--- config.mk ---
export PLATFORM = sky130hd
export DESIGN_NAME = adc_chain_reader
export DESIGN_NICKNAME = d
export VERILOG_FILES = /design/src/rtl/adcc_pkg.sv /design/src/rtl/adcc_pacer.sv /design/src/rtl/adcc_sequencer.sv /design/src/rtl/adcc_deserializer.sv /design/src/rtl/adc_chain_reader.sv
export SDC_FILE = /design/constraint.sdc
export NUM_CORES = 1
export LEC_CHECK = 0
export BUFFER_PORTS_ARGS = -buffer_cell sky130_fd_sc_hd__buf_4
export CAP_MARGIN = 25
export CORE_ASPECT_RATIO = 0.75
export CORE_MARGIN = 8
export CORE_UTILIZATION = 35
export CTS_BUF_LIST = sky130_fd_sc_hd__clkbuf_16
export DETAILED_ROUTE_END_ITERATION = 6
export GPL_TIMING_DRIVEN = 0
export PLACE_DENSITY = 0.54
export SYNTH_ARGS = -nofsm -noshare
export SYNTH_HDL_FRONTEND = slang
export SYNTH_SLANG_ARGS = --single-unit
export TNS_END_PERCENT = 30
--- constraint.sdc ---
create_clock -name clk -period 2.06 [get_ports clk]
set_clock_uncertainty 0.05 [all_clocks]
set_input_delay 0.309 -clock clk [delete_from_list [all_inputs] [get_ports clk]]
set_output_delay 0.309 -clock clk [all_outputs]
set_load 0.005 [all_outputs]
--- src/rtl/adcc_pkg.sv ---
package adcc_pkg;

    localparam int WORD_BITS = 16;

    typedef enum logic [1:0] {
        SEQ_ACQ   = 2'd0,
        SEQ_CONV  = 2'd1,
        SEQ_SHIFT = 2'd2
    } seq_state_e;

    typedef struct packed {
        logic                 valid;
        logic                 last;
        logic [WORD_BITS-1:0] data;
    } word_beat_t;

    // bits needed to hold values 0..limit
    function automatic int cnt_bits(input int limit);
        return (limit < 2) ? 1 : $clog2(limit + 1);
    endfunction

    // bits needed to index n items
    function automatic int idx_bits(input int n);
        return (n < 2) ? 1 : $clog2(n);
    endfunction

endpackage

--- src/rtl/adcc_pacer.sv ---
module adcc_pacer
    import adcc_pkg::*;
#(
    parameter int CYCLE_MIN = 800,
    parameter int RATE_CYC  = 1000
) (
    input  logic clk,
    input  logic rst,
    input  logic start_i,
    input  logic free_run_i,
    input  logic idle_i,
    output logic launch_o
);
    localparam int SW = cnt_bits(CYCLE_MIN);
    localparam int RW = cnt_bits(RATE_CYC);
    localparam logic [SW-1:0] SINCE_FULL = SW'(CYCLE_MIN);
    localparam logic [RW-1:0] RATE_LAST  = RW'(RATE_CYC - 1);

    logic [SW-1:0] since_q;
    logic [RW-1:0] rate_q;
    logic          pend_q;
    logic          tick;
    logic          want;

    assign tick     = free_run_i && (rate_q == RATE_LAST);
    assign want     = pend_q | start_i | tick;
    assign launch_o = want && idle_i && (since_q == SINCE_FULL);

    always_ff @(posedge clk) begin
        if (rst) begin
            since_q <= SINCE_FULL;
            rate_q  <= '0;
            pend_q  <= 1'b0;
        end else begin
            if (!free_run_i || tick)
                rate_q <= '0;
            else
                rate_q <= rate_q + 1'b1;

            pend_q <= want & ~launch_o;

            if (launch_o)
                since_q <= SW'(1);
            else if (since_q != SINCE_FULL)
                since_q <= since_q + 1'b1;
        end
    end
endmodule

--- src/rtl/adcc_sequencer.sv ---
module adcc_sequencer
    import adcc_pkg::*;
#(
    parameter int CONV_CYC   = 440,
    parameter int SCLK_HALF  = 2,
    parameter int TOTAL_BITS = 48
) (
    input  logic clk,
    input  logic rst,
    input  logic launch_i,
    output logic conv_o,
    output logic ser_clk_o,
    output logic idle_o,
    output logic fall_o
);
    localparam int WW = cnt_bits(CONV_CYC);
    localparam int HW = cnt_bits(SCLK_HALF);
    localparam int BW = cnt_bits(TOTAL_BITS);
    localparam logic [WW-1:0] WAIT_LAST = WW'(CONV_CYC - 1);
    localparam logic [HW-1:0] HALF_LAST = HW'(SCLK_HALF - 1);
    localparam logic [BW-1:0] BIT_LAST  = BW'(TOTAL_BITS - 1);

    seq_state_e    state_q;
    logic [WW-1:0] wait_q;
    logic [HW-1:0] half_q;
    logic [BW-1:0] bits_q;

    assign idle_o = (state_q == SEQ_ACQ);
    assign fall_o = (state_q == SEQ_SHIFT) && ser_clk_o && (half_q == HALF_LAST);

    always_ff @(posedge clk) begin
        if (rst) begin
            state_q   <= SEQ_ACQ;
            conv_o    <= 1'b0;
            ser_clk_o <= 1'b0;
            wait_q    <= '0;
            half_q    <= '0;
            bits_q    <= '0;
        end else begin
            unique case (state_q)
                SEQ_ACQ: begin
                    if (launch_i) begin
                        state_q <= SEQ_CONV;
                        conv_o  <= 1'b1;
                        wait_q  <= '0;
                    end
                end
                SEQ_CONV: begin
                    if (wait_q == WAIT_LAST) begin
                        state_q   <= SEQ_SHIFT;
                        half_q    <= '0;
                        bits_q    <= '0;
                        ser_clk_o <= 1'b0;
                    end else begin
                        wait_q <= wait_q + 1'b1;
                    end
                end
                SEQ_SHIFT: begin
                    if (half_q == HALF_LAST) begin
                        half_q    <= '0;
                        ser_clk_o <= ~ser_clk_o;
                        if (ser_clk_o) begin
                            bits_q <= bits_q + 1'b1;
                            if (bits_q == BIT_LAST) begin
                                state_q <= SEQ_ACQ;
                                conv_o  <= 1'b0;
                            end
                        end
                    end else begin
                        half_q <= half_q + 1'b1;
                    end
                end
                default: state_q <= SEQ_ACQ;
            endcase
        end
    end
endmodule

--- src/rtl/adcc_deserializer.sv ---
module adcc_deserializer
    import adcc_pkg::*;
#(
    parameter int N_DEV = 3
) (
    input  logic                       clk,
    input  logic                       rst,
    input  logic                       frame_start_i,
    input  logic                       fall_i,
    input  logic                       bit_i,
    output word_beat_t                 beat_o,
    output logic [idx_bits(N_DEV)-1:0] idx_o
);
    localparam int IW = idx_bits(N_DEV);
    localparam int PW = cnt_bits(WORD_BITS - 1);
    localparam logic [IW-1:0] DEV_LAST = IW'(N_DEV - 1);
    localparam logic [PW-1:0] POS_LAST = PW'(WORD_BITS - 1);

    logic [WORD_BITS-1:0] shreg_q;
    logic [PW-1:0]        pos_q;
    logic [IW-1:0]        dev_q;
    logic [WORD_BITS-1:0] next_word;

    assign next_word = {shreg_q[WORD_BITS-2:0], bit_i};

    always_ff @(posedge clk) begin
        if (rst) begin
            shreg_q <= '0;
            pos_q   <= '0;
            dev_q   <= '0;
            beat_o  <= '0;
            idx_o   <= '0;
        end else begin
            beat_o.valid <= 1'b0;
            beat_o.last  <= 1'b0;
            if (frame_start_i) begin
                pos_q <= '0;
                dev_q <= '0;
            end else if (fall_i) begin
                shreg_q <= next_word;
                if (pos_q == POS_LAST) begin
                    pos_q        <= '0;
                    beat_o.valid <= 1'b1;
                    beat_o.last  <= (dev_q == DEV_LAST);
                    beat_o.data  <= next_word;
                    idx_o        <= dev_q;
                    dev_q        <= (dev_q == DEV_LAST) ? '0 : dev_q + 1'b1;
                end else begin
                    pos_q <= pos_q + 1'b1;
                end
            end
        end
    end
endmodule

--- src/rtl/adc_chain_reader.sv ---
module adc_chain_reader
    import adcc_pkg::*;
#(
    parameter int N_DEV     = 3,
    parameter int CONV_CYC  = 440,
    parameter int SCLK_HALF = 2,
    parameter int CYCLE_MIN = 800,
    parameter int RATE_CYC  = 1000
) (
    input  logic                       clk,
    input  logic                       rst,
    input  logic                       start_i,
    input  logic                       free_run_i,
    input  logic                       chain_dat_i,
    output logic                       conv_o,
    output logic                       ser_clk_o,
    output logic                       chain_sel_o,
    output logic                       word_valid_o,
    output logic [WORD_BITS-1:0]       word_data_o,
    output logic [idx_bits(N_DEV)-1:0] word_idx_o,
    output logic                       frame_done_o
);
    localparam int TOTAL_BITS = N_DEV * WORD_BITS;

    logic       launch;
    logic       idle;
    logic       fall;
    word_beat_t beat;

    assign chain_sel_o = 1'b0;

    adcc_pacer #(
        .CYCLE_MIN (CYCLE_MIN),
        .RATE_CYC  (RATE_CYC)
    ) pacer_i (
        .clk        (clk),
        .rst        (rst),
        .start_i    (start_i),
        .free_run_i (free_run_i),
        .idle_i     (idle),
        .launch_o   (launch)
    );

    adcc_sequencer #(
        .CONV_CYC   (CONV_CYC),
        .SCLK_HALF  (SCLK_HALF),
        .TOTAL_BITS (TOTAL_BITS)
    ) seq_i (
        .clk       (clk),
        .rst       (rst),
        .launch_i  (launch),
        .conv_o    (conv_o),
        .ser_clk_o (ser_clk_o),
        .idle_o    (idle),
        .fall_o    (fall)
    );

    adcc_deserializer #(
        .N_DEV (N_DEV)
    ) deser_i (
        .clk           (clk),
        .rst           (rst),
        .frame_start_i (launch),
        .fall_i        (fall),
        .bit_i         (chain_dat_i),
        .beat_o        (beat),
        .idx_o         (word_idx_o)
    );

    assign word_valid_o = beat.valid;
    assign word_data_o  = beat.data;
    assign frame_done_o = beat.last;
endmodule

Word-level counts from Yosys, hierarchy flattened

Cells that the tools add are included.

Flip-flop bits (word level): 83
Bits of input ports: 5
Output and inout bits: 23
Word-level logic and storage cells: 101

Add/subtract/negate cells: 7
Equal/unequal tests: 16
Multiplexer cells: 29
Bitwise gates (word level): 7
Reductions and logical operators: 25

Operator list:

| operator                                                        | number |
|---|---|
| 10-bit by 1-bit adder with 10-bit output, second input constant | 2 |
| 10-bit equality test, second input constant                     | 2 |
| 10-bit 2-to-1 mux                                               | 2 |
| 18-bit 2-to-1 mux                                               | 1 |
| 6-bit 2-to-1 mux                                                | 3 |
| 9-bit 2-to-1 mux                                                | 2 |
| 9-bit one-hot mux with 2 select lines                           | 1 |
| 2-bit 2-to-1 mux                                                | 8 |
| 6-bit one-hot mux with 2 select lines                           | 1 |
| 10-bit inequality test, second input constant                   | 1 |
| 5-bit AND reduction                                             | 2 |
| 9-bit by 1-bit adder with 9-bit output, second input constant   | 1 |
| 9-bit equality test, second input constant                      | 1 |
| 3-bit AND reduction                                             | 3 |
| 2-bit inequality test, second input constant                    | 4 |
| 2-bit nonzero test                                              | 4 |
| 6-bit by 1-bit adder with 6-bit output, second input constant   | 1 |
| 6-bit equality test, second input constant                      | 1 |
| 1-bit 2-to-1 mux                                                | 6 |
| 2-bit one-hot mux with 3 select lines                           | 1 |
| 2-bit AND reduction                                             | 3 |
| 1-bit logical AND                                               | 5 |
| 2-bit by 1-bit adder with 2-bit output, second input constant   | 2 |
| 4-bit by 1-bit adder with 4-bit output, second input constant   | 1 |
| 17 further kinds                                                | 26 |

Logic depth before layout (Yosys ltp)

Gate-level depths: netlist (run 1).

Depth after elaboration: 7
Gate-level depth with buffers: 9
Gate-level depth less buffers: 7

Modules after synthesis

A second synthesis (run 1) with hierarchy kept.

Cell total of the unflattened synthesis: 420
Area total of the unflattened synthesis: 3728.6 um2

Modules (own cells, without submodules):

| module            | instances | cells an instance | area an instance (um2) | seq. area each (um2) |
|---|---|---|---|---|
| adcc_deserializer | 1         | 196               | 1662.8                 | 820.8 |
| adcc_pacer        | 1         | 104               | 1031.0                 | 420.4 |
| adcc_sequencer    | 1         | 118               | 1023.5                 | 420.4 |
| adc_chain_reader  | 1         | 2                 | 11.3                   | 0.0 |

Worst setup path before layout (run 1)

OpenSTA, ideal clock, no wires.

Kind: reg-to-reg
Start point: reg pacer_i.rate_q[0]
End point: reg deser_i.shreg_q[5]
Library setup time: 0.128 ns
Arrival time: 1.862 ns
Data required time: 1.882 ns
Setup slack: 0.020 ns
Cell stages (with the launch flop): 8
Path buffers: 1
Period minus slack after synthesis: 2.040 ns
Cells stage by stage: dfxtp_1 ha_1 nand4_4 o31a_4 o21ai_4 buf_12 mux2i_1 nor2_1

Cells in the longest elaborated chain, start to end: 7

Ends and longest elaborated chain:

| item                                 | line                    | text |
|---|---|---|
| from (decl)                          | adcc_pacer.sv:20        | `logic [RW-1:0] rate_q;` |
| from (signal assigned)               | adcc_pacer.sv:38        | `rate_q <= rate_q + 1'b1;` |
| 10-bit equality test                 | adcc_pacer.sv:25        | `assign tick = free_run_i && (rate_q == RATE_LAST);` |
| 1-bit logical AND                    | adcc_pacer.sv:25        |  |
| 1-bit OR                             | adcc_pacer.sv:26        | `assign want = pend_q \| start_i \| tick;` |
| 1-bit logical AND (2 in series)      | adcc_pacer.sv:27        | `assign launch_o = want && idle_i && (since_q == SINCE_FULL);` |
| 1-bit inverter (no source line)      | --                      |  |
| 2-bit AND reduction (no source line) | --                      |  |
| to (signal assigned)                 | adcc_deserializer.sv:40 | `shreg_q <= next_word;` |
| to (decl)                            | adcc_deserializer.sv:19 | `logic [WORD_BITS-1:0] shreg_q;` |

Every way passes these cells.
A chain may end at the register's enable or synchronous reset.

Final worst setup path (run 1)

Start point: reg pacer_i.rate_q[1]
End point: reg deser_i.shreg_q[5]

Same word-level chain as after synthesis.

==> results of run 1 <==
## area by class of cell
| class | instances | area, µm² |
|---|---|---|
| Timing Repair Buffer | 45 | 393 |
| Multi-Input combinational cell | 306 | 2010 |
| Clock buffer | 9 | 225 |
| Tap cell | 136 | 170 |
| Clock inverter | 7 | 92.6 |
| Fill cell | 1027 | 5640 |
| Sequential cell | 83 | 1670 |
| Buffer | 14 | 95.1 |
| Inverter | 10 | 37.5 |
## sequential cells by signal, indices dropped and copies added, names as in the netlist
register / count
seq_i.ser_clk_o: 1
seq_i.conv_o: 1
deser_i.dev_q: 2
seq_i.wait_q: 9
deser_i.beat_o: 18
pacer_i.since_q: 10
seq_i.state_q: 2
deser_i.shreg_q: 15
pacer_i.rate_q: 10
seq_i.bits_q: 6
deser_i.pos_q: 4
pacer_i.pend_q: 1
seq_i.half_q: 2
deser_i.idx_o: 2
## worst max-delay path: cells and delay by family, from the launching register on
family | cells | cell delay, ps
mux | 1 | 170
flops | 1 | 370
simple gates | 2 | 160
fa+ha+maj | 1 | 170
buf+inv | 1 | 210
compound gates | 2 | 700
## cells in the final DEF (no fill, tap or decap), types with 6 or more instances in the layout
master,n
dfxtp_1,80
nand2_1,67
nor2_1,53
buf_4,45
a21oi_1,39
nand3_1,14
xor2_1,14
mux2i_1,12
inv_1,10
o21ai_0,10
clkbuf_16,10
nand4_1,9
ha_1,7
and3_1,6
## timing repair
| item | 4_1_cts | 5_1_grt |
|---|---|---|
| buffers inserted | 6 | 12 |
| hold buffers | 0 | 0 |
| pin swaps | 5 | 5 |
| gates resized for setup | 9 | 17 |
| endpoints found under the setup margin | 50 | 57 |
| gates cloned | 0 | 1 |
## kinds of logic (layout without fill, tap and decap cells)
group | after synthesis | count (layout)
fa+ha+maj | 9 | 9
mux | 17 | 17
other cells | 1 | 1
simple gates | 183 | 183
buf+inv | 25 | 85
compound gates | 77 | 77
flops | 83 | 83
xor+xnor | 19 | 19
## final timing paths
check	to	startpoint	cells past startpoint	slack (ps)
setup / recovery	deser_i.shreg_q[5]	pacer_i.rate_q[1]	7	100
hold / removal	deser_i.shreg_q[0]	chain_dat_i	3	180
setup reg to reg	deser_i.shreg_q[5]	pacer_i.rate_q[1]	7	100
hold reg to reg	deser_i.beat_o[13]	deser_i.beat_o[13]	2	410
## power groups by stage
stage	logic [mW]	registers, mW	clock network [mW]
after floorplan	0.894	1.79	0
after global placement	1.12	1.81	0
after detailed placement	1.14	1.82	0
after CTS	1.34	1.78	1.76
after global routing	1.62	1.80	1.83
final	1.45	1.78	1.71
## through the flow
stage	TNS [ps]	cells	instance area (µm²)	hold WS, ps	worst slack, ps
global placement	-7170	576	4090	398	-274
CTS	-3.18	597	4520	172	-3.18
global route	-67.3	610	4690	184	-17.7
finish	0	610	4690	180	97.6
detailed placement	-8970	576	4090	397	-304
floorplan	0	414	3720	382	20.4
## per-layer routing
| layer | up-vias | GRT usage, % | share of wire (%) | wire length [µm] |
|---|---|---|---|---|
| li1 | 1546 | - | - | - |
| met1 | 1383 | 16.8 | 53 | 4280 |
| met2 | 30 | 17.6 | 42 | 3350 |
| met3 | 12 | 3.27 | 3.6 | 291 |
| met4 | 0 | 5.14 | 1.6 | 128 |
| met5 | - | 0 | 0 | 0 |
==> flow_summary.yaml, run 1 <==
yosys:
  synth_compound_area_share_pct: 14.9
  yosys-top-cells-count: "83 x dfxtp_1, 68 x nand2_1, 53 x nor2_1"
  yosys_warnings: 0
  synth_nets: 428
  yosysSeqAreaShare_pct: 44.7
  ys_ff_latch: 83
  yosysTopAreaCell: "dfxtp_1"
  synth_fa_ha_area_share_pct: 3.03
  synthSimpleGateAreaFrac_pct: 24.8
  asyncSetResetFlopFracSynth_pct: 0
  post_synth_num_cell_types: 62
  synth_top_cell_area_share_pct: 44.7
  synthMuxAreaShare_pct: 4.64
  synthCells: 414
  synth_top_family_by_area: "simple AND/OR/NAND/NOR gates"
  synth_area_um2: 3720
  synth_xor_xnor_area_share_pct: 4.47
  syn-mean-instance-area_um2: 8.99
  synth.most_common_cell: "dfxtp_1"
  yosys-top-cells-area: "dfxtp_1 45%, nand2_1 6.9%, nor2_1 5.3%"
  synth_edf_count: 0
  synthFlopType: "dfxtp_1"
cts:
  clkTransAtPathRegs_ps: 60
  cts_sinks: 83
  clockBufferDepth: 2
  clock-root-buffer: "clkbuf_16"
  cts_tree: "built"
  numCtsBuffers: 9
  clkLatencyLatePin_ps: 330
  cts.htree.levels: 3
pwr:
  p_sw_mw: 1.54
  internal_power_mw: 3.40
  vdd_ir_drop_max_mv: 0.479
  comb_power_share_pct: 29.3
  total_power_mw: 4.94
  clock_power_share_pct: 34.5
  power.leakage_nw: 1.88
  seqPwrFrac_pct: 36.1
  power.density_nw_per_um2: 1050
  netSwitchingFraction_pct: 31.1
final_layout:
  final_core_util_pct: 45.4
  diodes: 0
  syn_to_final_growth_pct: 26.2
  nets: 483
  drive_gt1_share_pct: 21.3
setup_path:
  crit_chain: "ha_4, nand4_4, o31a_4, o21ai_4, clkbuf_16, mux2i_1, nor2_1"
  end_kind: "register"
  required_ps: 2210
  crit_slowest_cell: "o31a_4"
  crit_path_start_kind: "register"
  crit_path_max_incr_delay_ps: 420
  crit_arrival_ps: 2120
  crit_type: "reg2reg"
  crit_fanout: 5
timing:
  max_freq_mhz: 510
  min_period_ps: 1960
  relSlewSlack_pct: 51.0
  setup_viol: 0
  drv_slew: 0
  worst_slew_pin_slew_ps: 734
  rsz0062_at_grt: "true"
  period_share_pct: 95.3
  hold_viol_final: 0
detailed_routing:
  avgViaCountPerCell: 4.87
  postRouteAntennaNets: 0
  wirelength_um: 8050
  vias: 2971
  firstDrtPassIters: 4
  route.detailed.drc: 0
  drt_iter0_drc: 104
  wire_per_inst_um: 13.2
global_routing:
  antenna_found_initial: 0
  grt_pass1_wl_um: 14200
  grt_pass1_vias: 2899
  grt_max_degree: 15
  track_usage_pct: 12.2
  overflow: 0
flow_run:
  cap_violations: 0
floorplanning:
  die_w_um: 135
  num_rows: 32
  ios: 28
  core_um2: 10300
  fp.dieH_um: 105
  die-area_um2: 14200
  initial_core_util_pct: 36.0
place:
  numPortBuffers: 26
  gp_congestion: 0.768
  hpwl_um: 5690
status:
  status: "complete, no violations"
hold_path:
  hp-class: "in2reg"
Note: power is estimated with default switching activity, not from simulation.
==> run 2: changes to the inputs <==
--- a/config.mk
+++ b/config.mk
@@ -9,5 +9,5 @@
 export CAP_MARGIN = 25
 export CORE_ASPECT_RATIO = 0.75
-export CORE_MARGIN = 8
+export CORE_MARGIN = 2
 export CORE_UTILIZATION = 35
 export CTS_BUF_LIST = sky130_fd_sc_hd__clkbuf_16
==> constraint.sdc (replaced) <==
create_clock -name clk -period 1.6 [get_ports clk]
set_clock_uncertainty 0.05 [all_clocks]
set_input_delay 0.08 -clock clk [delete_from_list [all_inputs] [get_ports clk]]
set_output_delay 0.08 -clock clk [all_outputs]
set_load 0.005 [all_outputs]
==> flow_summary.yaml, run 2 (synthesis gave the netlist of run 1 again) <==
final_layout:
  top_regs: "deser_i.beat_o (18), deser_i.shreg_q (15)"
  diodes: 0
  layout_commonest_cell: "dfxtp_1"
  largest-register: "deser_i.beat_o"
  syn_to_final_growth_pct: 33.9
  largest_register_ffs: 18
  mostFrequentLayoutCells: "73 x dfxtp_1, 62 x nand2_1, 51 x nor2_1, 50 x buf_4, 29 x a21oi_1"
  drive_gt1_share_pct: 29.2
  postLayoutCellArea_um2: 4980
  nets: 499
floorplanning:
  die-area_um2: 11500
  fp.dieH_um: 93.3
  initial_core_util_pct: 36.0
  core_um2: 10300
  die_w_um: 123
  num_rows: 32
  ios: 28
place:
  placed_area_um2: 4100
  hpwl_um: 5490
  numPortBuffers: 26
  gp_congestion: 0.798
cts:
  cts_sinks: 83
  clkLatencyLatePin_ps: 340
  clockBufferDepth: 2
  numCtsBuffers: 9
  clock-root-buffer: "clkbuf_16"
  cts.htree.levels: 3
  cts_tree: "built"
  clkTransAtPathRegs_ps: 60
setup_path:
  crit_fanout: 5
  required_ps: 1770
  crit_type: "reg2reg"
  crit_path_start_kind: "register"
  crit_arrival_ps: 2090
  end_kind: "register"
detailed_routing:
  postRouteAntennaNets: 0
  vias: 3115
  drt_iter0_drc: 194
  wirelength_um: 8760
  avgViaCountPerCell: 4.98
  route.detailed.drc: 0
  firstDrtPassIters: 4
  wire_per_inst_um: 14.0
status:
  violations: "setup timing"
  status: "complete, but fails checks"
global_routing:
  grt_pass1_vias: 2942
  grt_max_degree: 14
  overflow: 0
  grt_pass1_wl_um: 14600
  antenna_found_initial: 0
  track_usage_pct: 16.2
timing:
  min_period_ps: 1920
  hold_slack_ps: 21.1
  rsz0062_at_grt: "true"
  relSlewSlack_pct: 56.5
  worst_slew_pin_slew_ps: 653
  period_share_pct: 120
  setup_slack_ps: -317
  setup_viol: 73
  drv_slew: 0
  max_freq_mhz: 522
  hold_viol_final: 0
pwr:
  internal_power_mw: 4.60
  comb_power_share_pct: 33.6
  p_sw_mw: 2.11
  seqPwrFrac_pct: 34.2
  power.leakage_nw: 1.99
  netSwitchingFraction_pct: 31.5
  vdd_ir_drop_max_mv: 0.681
  clock_power_share_pct: 32.2
  power.density_nw_per_um2: 1350
hold_path:
  hp-class: "in2reg"
flow_run:
  cap_violations: 0
## run 2: final timing paths
| check | slack (ps) | end | cells after the start | startpoint |
|---|---|---|---|---|
| worst max-delay path | -320 | seq_i.wait_q[0] | 9 | pacer_i.since_q[0] |
| worst min-delay path | 20 | pacer_i.rate_q[0] | 3 | free_run_i |
| worst max register to register | -320 | seq_i.wait_q[0] | 9 | pacer_i.since_q[0] |
| worst min register to register | 400 | deser_i.beat_o[5] | 2 | deser_i.beat_o[5] |
## run 2: what timing repair did
action | 4_1_cts | 5_1_grt
hold buffers | 1 | 0
endpoints found under the setup margin | 82 | 83
hold endpoints to repair | 2 | 0
pin swaps | 48 | 10
setup buffers | 25 | 7
cloned | 4 | 0
resized for setup | 63 | 18
## run 2: critical path, stage by stage (launching register included)
cell and delay (ps):
dfxtp_4 350, inv_4 50, ha_4 120, nor4b_4 180, buf_4 190, nand3_4 90
a221oi_4 300, buf_6 160, nor2_2 30, mux2_4 270
## run 2: layout make-up
cell class / count / area (µm²)
clock inverter: 7 / 85.1
tap: 136 / 170
sequential: 83 / 1680
clock buffer: 9 / 225
inverter: 10 / 42.5
timing repair buffer: 62 / 539
buffer: 13 / 95.1
multi-input combinational: 306 / 2140
fill: 1011 / 5350
## run 2: power groups by stage
| stage | Combinational, mW | Sequential [mW] | Clock, mW |
|---|---|---|---|
| 4_1_cts | 2.06 | 2.29 | 2.20 |
| 3_3_place_gp | 1.44 | 2.33 | 0 |
| 5_1_grt | 2.45 | 2.31 | 2.30 |
| 6_report | 2.25 | 2.30 | 2.16 |
| 3_5_place_dp | 1.46 | 2.34 | 0 |
| 2_1_floorplan | 1.16 | 2.31 | 0 |
## run 2: per-layer routing
layer / track usage [%] / part of all wire, % / vias up
met5: 0 / 0 / -
met4: 4.83 / 1.3 / 0
met3: 4.02 / 3.8 / 11
met2: 24.0 / 45 / 44
met1: 23.2 / 50 / 1482
li1: - / - / 1578
## run 2: through the flow
stage | utilization (%) | setup TNS, ps | total power, mW | worst slack, ps | cells
2_1_floorplan | - | -10990 | 3.46 | -290 | 414
3_3_place_gp | 39.7 | -32380 | 3.78 | -631 | 576
3_5_place_dp | 39.7 | -34170 | 3.80 | -653 | 576
4_1_cts | 47.5 | -14850 | 6.55 | -310 | 621
5_1_grt | 48.2 | -21070 | 7.06 | -434 | 626
6_report | 48.2 | -13470 | 6.71 | -317 | 626
==> run 3: changes to the inputs <==
- CORE_MARGIN: 2 -> 10
- SLEW_MARGIN: not set -> 20
==> flow_summary.yaml, run 3 (synthesis gave the netlist of run 1 again) <==
status:
  status: "complete, but fails checks"
  violations: "setup timing"
setup_path:
  crit_arrival_ps: 2170
  crit_fanout: 5
  crit_type: "reg2reg"
  reg2reg_depth: 7
  required_ps: 1760
  r2r_slack_ps: -410
  end_kind: "register"
  crit_path_start_kind: "register"
cts:
  clkLatencyLatePin_ps: 340
  cts.htree.levels: 3
  cts_sinks: 83
  clockBufferDepth: 2
  numCtsBuffers: 9
  clock-root-buffer: "clkbuf_16"
  cts_tree: "built"
  clkTransAtPathRegs_ps: 60
detailed_routing:
  avgViaCountPerCell: 4.98
  postRouteAntennaNets: 0
  met1_length_um: 4600
  firstDrtPassIters: 4
  routed.top_layer: "met4"
  vias: 3103
  wire_per_inst_um: 14.3
  drt_iter0_drc: 128
  route.detailed.drc: 0
  wirelength_um: 8880
  wl_met3_um: 319
  met2_length_um: 3840
floorplanning:
  die-area_um2: 15200
  initial_core_util_pct: 36.0
  core_um2: 10300
  ios: 28
  fp.dieH_um: 109
  die_w_um: 139
  num_rows: 32
pwr:
  total_power_mw: 6.85
  comb_power_share_pct: 35.0
  netSwitchingFraction_pct: 31.6
  seqPwrFrac_pct: 33.6
  vdd_ir_drop_max_mv: 0.749
  power.density_nw_per_um2: 1370
  clock_power_share_pct: 31.3
  internal_power_mw: 4.68
  power.leakage_nw: 1.99
  p_sw_mw: 2.16
global_routing:
  grt_pass1_vias: 2873
  antenna_found_initial: 0
  grt_max_degree: 13
  grt_pass1_wl_um: 14400
  track_usage_pct: 11.6
  overflow: 0
final_layout:
  largest_register_ffs: 18
  syn_to_final_growth_pct: 34.6
  drive_gt1_share_pct: 30.8
  top_regs: "deser_i.beat_o (18), deser_i.shreg_q (15)"
  diodes: 0
  mostFrequentLayoutCells: "74 x dfxtp_1, 57 x nand2_1, 51 x nor2_1, 50 x buf_4, 25 x a21oi_1"
  final_core_util_pct: 48.5
  nets: 498
  largest-register: "deser_i.beat_o"
  layout_commonest_cell: "dfxtp_1"
timing:
  setup_slack_ps: -413
  period_share_pct: 126
  hold_viol_final: 0
  setup_viol: 70
  relSlewSlack_pct: 58.3
  worst_slew_pin_slew_ps: 625
  max_freq_mhz: 497
  hold_slack_ps: 21.4
  drv_slew: 0
  min_period_ps: 2010
  rsz0062_at_grt: "true"
place:
  hpwl_um: 5750
  numPortBuffers: 26
  gp_congestion: 0.777
flow_run:
  cap_violations: 0
hold_path:
  hp-class: "in2reg"
  min_path_cells: 3
## run 3: cell types whose count changed in the layout (fill, tap and decap cells not counted), sizes merged
| cell | before | now |
|---|---|---|
| clkinv | 4 | 3 |
| inv | 11 | 10 |
| buf | 68 | 67 |
## run 3: worst paths after layout
| check | from | end |
|---|---|---|
| worst max register to register | pacer_i.rate_q[0] | deser_i.shreg_q[11] |
| worst max-delay path | pacer_i.rate_q[0] | deser_i.shreg_q[11] |
| worst min-delay path | free_run_i | pacer_i.rate_q[1] |
| worst min register to register | deser_i.beat_o[11] | deser_i.beat_o[11] |
## run 3: final cells by class
| class | instances | area (µm²) |
|---|---|---|
| Fill cell | 992 | 5320 |
| Multi-Input combinational cell | 306 | 2180 |
| Sequential cell | 83 | 1690 |
| Timing Repair Buffer | 60 | 520 |
| Clock buffer | 9 | 225 |
| Tap cell | 136 | 170 |
| Buffer | 14 | 118 |
| Clock inverter | 5 | 71.3 |
| Inverter | 10 | 40.0 |
## run 3: power groups by stage
stage	clock network, mW	logic, mW	registers (mW)
3_3_place_gp	0	1.45	2.33
6_report	2.14	2.40	2.30
2_1_floorplan	0	1.16	2.31
4_1_cts	2.19	2.40	2.30
3_5_place_dp	0	1.47	2.34
5_1_grt	2.26	2.61	2.32
## run 3: timing repair
item | CTS | global route
endpoints found under the setup margin | 82 | 73
hold endpoints to repair | 2 | 0
pin swaps | 41 | 22
resized for setup | 56 | 44
cloned | 4 | 1
hold buffers | 1 | 0
buffers inserted | 23 | 7
## run 3: through the flow
step / instance area (µm²) / worst slack [ps] / TNS (ps) / cells
finish: 5010 / -413 / -13600 / 623
floorplan: 3740 / -290 / -10990 / 414
global route: 5010 / -452 / -19720 / 623
global placement: 4100 / -641 / -32890 / 576
detailed placement: 4100 / -662 / -34920 / 576
CTS: 4840 / -368 / -16940 / 617
## run 3: metal layers
layer,vias up,GRT usage [%]
met3,10,3.43
li1,1581,-
met5,-,0
met2,28,17.5
met4,0,4.46
met1,1484,15.4
## run 3: critical path, stage by stage, from the launching register on
cell       delay [ps]
dfxtp_4           370
ha_4              140
nand4_4           130
o31a_4            440
o21ai_4           270
clkbuf_16         210
mux2i_1           210
nor2_1             60
